$ cat src/rtl/status_stream_pkg.sv
package status_stream_pkg;
  typedef enum logic [1:0] {
    PH_CMD    = 2'd0,
    PH_ARMED  = 2'd1,
    PH_REJECT = 2'd2
  } cmd_phase_e;
endpackage

$ cat src/rtl/ss_sync.sv
module ss_sync #(
  parameter int          W       = 3,
  parameter int          STAGES  = 2,
  parameter logic [W-1:0] RST_VAL = '0
) (
  input  logic         clk,
  input  logic         rst,
  input  logic [W-1:0] d,
  output logic [W-1:0] q
);
  logic [STAGES-1:0][W-1:0] chain;

  always_ff @(posedge clk) begin
    if (rst) begin
      for (int i = 0; i < STAGES; i++) chain[i] <= RST_VAL;
    end else begin
      chain[0] <= d;
      for (int i = 1; i < STAGES; i++) chain[i] <= chain[i-1];
    end
  end

  assign q = chain[STAGES-1];
endmodule

$ cat src/rtl/ss_edge.sv
module ss_edge (
  input  logic clk,
  input  logic rst,
  input  logic lvl,
  output logic rise,
  output logic fall
);
  logic prev;

  always_ff @(posedge clk) begin
    if (rst) prev <= 1'b0;
    else     prev <= lvl;
  end

  assign rise = lvl & ~prev;
  assign fall = ~lvl & prev;
endmodule

$ cat src/rtl/ss_opdec.sv
module ss_opdec
  import status_stream_pkg::*;
#(
  parameter int              OP_W   = 8,
  parameter logic [OP_W-1:0] OPCODE = 8'h57
) (
  input  logic clk,
  input  logic rst,
  input  logic cs_idle,
  input  logic rise,
  input  logic si,
  output logic armed
);
  localparam int CNT_W = $clog2(OP_W + 1);

  logic [OP_W-1:0]  sh;
  logic [OP_W-1:0]  sh_nxt;
  logic [CNT_W-1:0] cnt;
  cmd_phase_e       ph;

  assign sh_nxt = {sh[OP_W-2:0], si};

  always_ff @(posedge clk) begin
    if (rst || cs_idle) begin
      sh  <= '0;
      cnt <= '0;
      ph  <= PH_CMD;
    end else if (rise && ph == PH_CMD) begin
      sh <= sh_nxt;
      if (cnt == CNT_W'(OP_W - 1)) begin
        cnt <= '0;
        ph  <= (sh_nxt == OPCODE) ? PH_ARMED : PH_REJECT;
      end else begin
        cnt <= cnt + 1'b1;
      end
    end
  end

  assign armed = (ph == PH_ARMED);
endmodule

$ cat src/rtl/ss_shifter.sv
module ss_shifter #(
  parameter int WORD_W = 8,
  parameter int IDX_W  = 3
) (
  input  logic              clk,
  input  logic              rst,
  input  logic              cs_idle,
  input  logic              fall,
  input  logic              armed,
  input  logic              ready,
  input  logic [WORD_W-2:0] low_live,
  output logic              streaming,
  output logic [IDX_W-1:0]  bit_idx,
  output logic              so_q,
  output logic              oe_q
);
  localparam logic [IDX_W-1:0] TOP_IDX = IDX_W'(WORD_W - 1);

  logic [WORD_W-2:0] snap;
  logic [WORD_W-1:0] word;

  always_ff @(posedge clk) begin
    if (rst || cs_idle) begin
      streaming <= 1'b0;
      bit_idx   <= TOP_IDX;
      snap      <= '0;
    end else if (fall) begin
      if (!streaming) begin
        if (armed) begin
          streaming <= 1'b1;
          bit_idx   <= TOP_IDX;
          snap      <= low_live;
        end
      end else if (bit_idx == '0) begin
        bit_idx <= TOP_IDX;
        snap    <= low_live;
      end else begin
        bit_idx <= bit_idx - 1'b1;
      end
    end
  end

  // The top bit is taken live, so it tracks the busy flag while SCK is held.
  assign word = {ready, snap};

  always_ff @(posedge clk) begin
    if (rst) begin
      so_q <= 1'b0;
      oe_q <= 1'b0;
    end else begin
      oe_q <= streaming & ~cs_idle;
      so_q <= streaming & ~cs_idle & word[bit_idx];
    end
  end
endmodule

$ cat src/rtl/status_stream.sv
module status_stream #(
  parameter int              OP_W        = 8,
  parameter logic [OP_W-1:0] OPCODE      = 8'h57,
  parameter int              WORD_W      = 8,
  parameter int              INFO_W      = 4,
  parameter int              SYNC_STAGES = 2,
  parameter int              RSVD_VAL    = 0
) (
  input  logic              clk,
  input  logic              rst,
  input  logic              cs_n,
  input  logic              sck,
  input  logic              si,
  input  logic              dev_busy,
  input  logic [INFO_W-1:0] dev_info,
  output logic              so,
  output logic              so_oe
);
  localparam int RSVD_W = WORD_W - 1 - INFO_W;
  localparam int IDX_W  = $clog2(WORD_W);

  logic [2:0]        pins_s;
  logic              cs_idle;
  logic              sck_s;
  logic              si_s;
  logic              sck_rise;
  logic              sck_fall;
  logic              armed;
  logic              streaming;
  logic [IDX_W-1:0]  bit_idx;
  logic [WORD_W-2:0] low_live;

  ss_sync #(.W(3), .STAGES(SYNC_STAGES), .RST_VAL(3'b100)) u_sync (
    .clk (clk),
    .rst (rst),
    .d   ({cs_n, sck, si}),
    .q   (pins_s)
  );

  assign cs_idle = pins_s[2];
  assign sck_s   = pins_s[1];
  assign si_s    = pins_s[0];

  ss_edge u_edge (
    .clk  (clk),
    .rst  (rst),
    .lvl  (sck_s),
    .rise (sck_rise),
    .fall (sck_fall)
  );

  ss_opdec #(.OP_W(OP_W), .OPCODE(OPCODE)) u_dec (
    .clk     (clk),
    .rst     (rst),
    .cs_idle (cs_idle),
    .rise    (sck_rise),
    .si      (si_s),
    .armed   (armed)
  );

  assign low_live = {dev_info, RSVD_W'(RSVD_VAL)};

  ss_shifter #(.WORD_W(WORD_W), .IDX_W(IDX_W)) u_shift (
    .clk       (clk),
    .rst       (rst),
    .cs_idle   (cs_idle),
    .fall      (sck_fall),
    .armed     (armed),
    .ready     (~dev_busy),
    .low_live  (low_live),
    .streaming (streaming),
    .bit_idx   (bit_idx),
    .so_q      (so),
    .oe_q      (so_oe)
  );
endmodule

$ cat config.mk
export PLATFORM = sky130hd
export DESIGN_NAME = status_stream
export DESIGN_NICKNAME = d
export VERILOG_FILES = /design/src/rtl/status_stream_pkg.sv /design/src/rtl/ss_sync.sv /design/src/rtl/ss_edge.sv /design/src/rtl/ss_opdec.sv /design/src/rtl/ss_shifter.sv /design/src/rtl/status_stream.sv
export SDC_FILE = /design/constraint.sdc
export NUM_CORES = 1
export LEC_CHECK = 0
export BUFFER_PORTS_ARGS = -buffer_cell sky130_fd_sc_hd__buf_2
export CAP_MARGIN = 20
export CORE_ASPECT_RATIO = 1.5
export CORE_UTILIZATION = 56
export DETAILED_ROUTE_END_ITERATION = 10
export GPL_ROUTABILITY_DRIVEN = 0
export PLACE_DENSITY = 0.76
export SETUP_SLACK_MARGIN = 0.1
export SYNTH_ARGS = -nofsm -noshare
export SYNTH_HDL_FRONTEND = slang
export SYNTH_SLANG_ARGS = --single-unit
$ cat constraint.sdc
create_clock -name clk -period 1.85 [get_ports clk]
set_clock_uncertainty 0.05 [all_clocks]
set_input_delay 0.4625 -clock clk [delete_from_list [all_inputs] [get_ports clk]]
set_output_delay 0.4625 -clock clk [all_outputs]
set_load 0.01 [all_outputs]
==> flow_metrics.env <==
export IMPL_cts_sinks=30
export IMPL_fp_coreArea_um2=2000
export IMPL_holdCritPathClass="primary input to flip-flop"
export IMPL_final_setup_viol_count=0
export IMPL_synthToLayoutAreaGrowth_pct=10.3
export IMPL_p_leak_uw=0.000517
export IMPL_holdCritStartpoint="cs_n"
export IMPL_placed_area_um2=1250
export IMPL_outcome="finished clean"
export IMPL_finalMaxSlewViolations=0
export IMPL_rsz0062_at_grt="no"
export IMPL_fin_total_pwr_uw=1090
export IMPL_grt_pass1_wl_um=3600
export IMPL_start_util=0.593
export IMPL_path_class="flip-flop to flip-flop"
export IMPL_ir_drop_uv=485
export IMPL_cts_tree="yes"
export IMPL_hold_viol=0
export IMPL_post_cts_buffers=0
export IMPL_period_needed_ps=1560
export IMPL_arrival_ps=1760
export IMPL_ys_ff_latch=30
export IMPL_grt_pass1_vias=899
export IMPL_grt_max_degree=18
export IMPL_via_count=928
export IMPL_slew_headroom=0.693
export IMPL_clockRootBuffer="clkbuf_4"
export IMPL_dp_hpwl_um=1520
export IMPL_layout_drive_gt1_share=0.177
export IMPL_seq_area_frac_synth=0.506
export IMPL_start_kind="flip-flop"
export IMPL_design_area_um2=1310
export IMPL_dp_cells=161
export IMPL_routedWlPerCell_um=12.2
export IMPL_endpoint_kind="flip-flop"
export IMPL_n_antenna_cell=0
export IMPL_cts_buffers=5
export IMPL_drv_cap=0
export IMPL_viasPerCell=5.49
export IMPL_drc=0
export IMPL_fp_dieH_um=58.4
export IMPL_tns_ps=0
export IMPL_drtPass1Iterations=4
export IMPL_required_ps=2050
export IMPL_clk_insertion_delay_late_ps=340
export IMPL_routed_wl_um=2060
export IMPL_final_nets=159
export IMPL_track_usage=0.230
export IMPL_tightest_slew_ps=460
export IMPL_port_buffer_count=11
export IMPL_cts_path_max_buffers=2
export IMPL_yosysUniqueCellTypes=33
export IMPL_holdBufCountCts=0
export IMPL_ios=12
export IMPL_r2r_start="u_dec.ph[1]$_SDFFE_PP0P_"
export IMPL_cts_clk_slew_worst_paths_ps=90
export IMPL_dieArea_um2=2310
export IMPL_fmax_mhz=642
export IMPL_yosysWarnings=0
export IMPL_finalCritPeriodShare=0.842
export IMPL_h_tree_depth=2
export IMPL_power_density_nw_per_um2=832
export IMPL_post_cts_resized=0
export IMPL_final_cells=169
export IMPL_avgSynthCellArea_um2=9.06
export IMPL_antenna_found_initial=0
export IMPL_die_width_um=39.6
export IMPL_syn_cell_area_um2=1190
export IMPL_synth_nets=144
export IMPL_rows=20
export IMPL_crit_fanout=5
export IMPL_dr_first_iter_drc_count=21
export IMPL_postSynthCellCount=131
export IMPL_ant_nets=0
export IMPL_gr_total_overflow=0
export IMPL_worst_slack_ps=293
export IMPL_dp_slack_ps=342
export IMPL_crit_start="u_dec.ph[1]$_SDFFE_PP0P_"
power by group:
part	leakage, uW	switching, uW	internal [uW]
Combinational	0.000238	16.2	17.0
Clock	0.0000353	218	184
Sequential	0.000243	2.99	652
Total	0.000517	237	853
critical path, cell delays in order, from the launching register on:
cell and delay, ps:
dfxtp_1 340, nor4b_2 480, nand4_1 170, or3_1 330, a21oi_1 120
kinds of logic (layout without fill, tap and decap cells):
| group | after synthesis | count (layout) | share of synthesized area |
|---|---|---|---|
| fa+ha+maj | 3 | 3 | 0.0316 |
| flops | 30 | 30 | 0.506 |
| xor+xnor | 2 | 2 | 0.0211 |
| mux | 1 | 1 | 0.00843 |
| simple gates | 56 | 56 | 0.250 |
| buf+inv | 8 | 24 | 0.0358 |
| compound gates | 31 | 31 | 0.148 |
synth_stat cells, drive strengths merged:
cell | n | area (um2)
inv | 4 | 15.0
ha | 3 | 37.5
nand3 | 5 | 25.0
nand4 | 1 | 6.26
xor2 | 1 | 8.76
nor2b | 6 | 37.5
o211ai | 2 | 15.0
nand4b | 2 | 17.5
nor3 | 3 | 15.0
o22ai | 1 | 6.26
nor4b | 1 | 15.0
clkbuf | 1 | 3.75
o21a | 2 | 15.0
nor2 | 7 | 26.3
xnor2 | 1 | 16.3
o21ba | 1 | 10.0
a21oi | 15 | 75.1
nand2 | 22 | 82.6
or2 | 3 | 18.8
or3 | 1 | 6.26
a21o | 1 | 7.51
and2b | 1 | 8.76
or4b | 1 | 13.8
dfxtp | 30 | 601
or4bb | 1 | 11.3
and3 | 2 | 12.5
mux2i | 1 | 10.0
buf | 3 | 23.8
o21ai | 8 | 40.0
a31oi | 1 | 6.26
cells in the final DEF (no fill, tap or decap), types with 2 or more instances in the layout:
cell      synthesis  layout
nor3_1            3       3
clkbuf_4          0       5
buf_2             1      11
inv_1             4       4
nand4b_1          2       2
a21oi_1          15      15
nor2_1            7       7
o21ai_0           7       7
nand2_1          22      22
o211ai_1          2       2
or2_2             3       3
ha_1              3       3
nand3_1           5       5
dfxtp_1          30      30
nor2b_1           6       6
and3_1            2       2
o21a_1            2       2
registers in the layout, indices dropped and copies added (netlist names):
register and cells:
u_shift.snap 4, u_shift.oe_q 1, u_dec.ph 2, u_shift.bit_idx 3
u_sync.chain 3, u_shift.so_q 1, u_dec.cnt 4, u_dec.sh 7
u_sync.q 3, u_shift.streaming 1, u_edge.prev 1
stage by stage:
step	util	hold slack, ps
2_1_floorplan	-	339
3_3_place_gp	0.624	343
3_5_place_dp	0.624	348
4_1_cts	0.654	253
5_1_grt	0.654	259
6_report	0.654	263
worst paths after layout:
path,depth (start not counted),slack [ps],endpoint
worst max register to register,4,290,u_dec.cnt[3]$_SDFFE_PP0P_
worst min register to register,1,350,u_sync.q[2]$_SDFF_PP1_
worst min-delay path,2,260,u_sync.chain[2]$_SDFF_PP1_
worst max-delay path,4,290,u_dec.cnt[3]$_SDFFE_PP0P_
metal layers:
layer | vias up | wire length, um | global-route usage
met3 | 7 | 68 | 0.0792
met4 | 0 | 46 | 0.123
met1 | 423 | 835 | 0.225
met5 | - | 0 | 0
met2 | 18 | 1110 | 0.398
li1 | 480 | - | -
final cells by class:
cell class,instances,area (um2)
fill,166,692
sequential,30,601
multi-input combinational,93,544
timing repair buffer,12,62.6
clock buffer,7,55.1
tap,22,27.5
inverter,4,15.0
clock inverter,1,5.00
No activity file was read; power rests on OpenSTA's default activity.
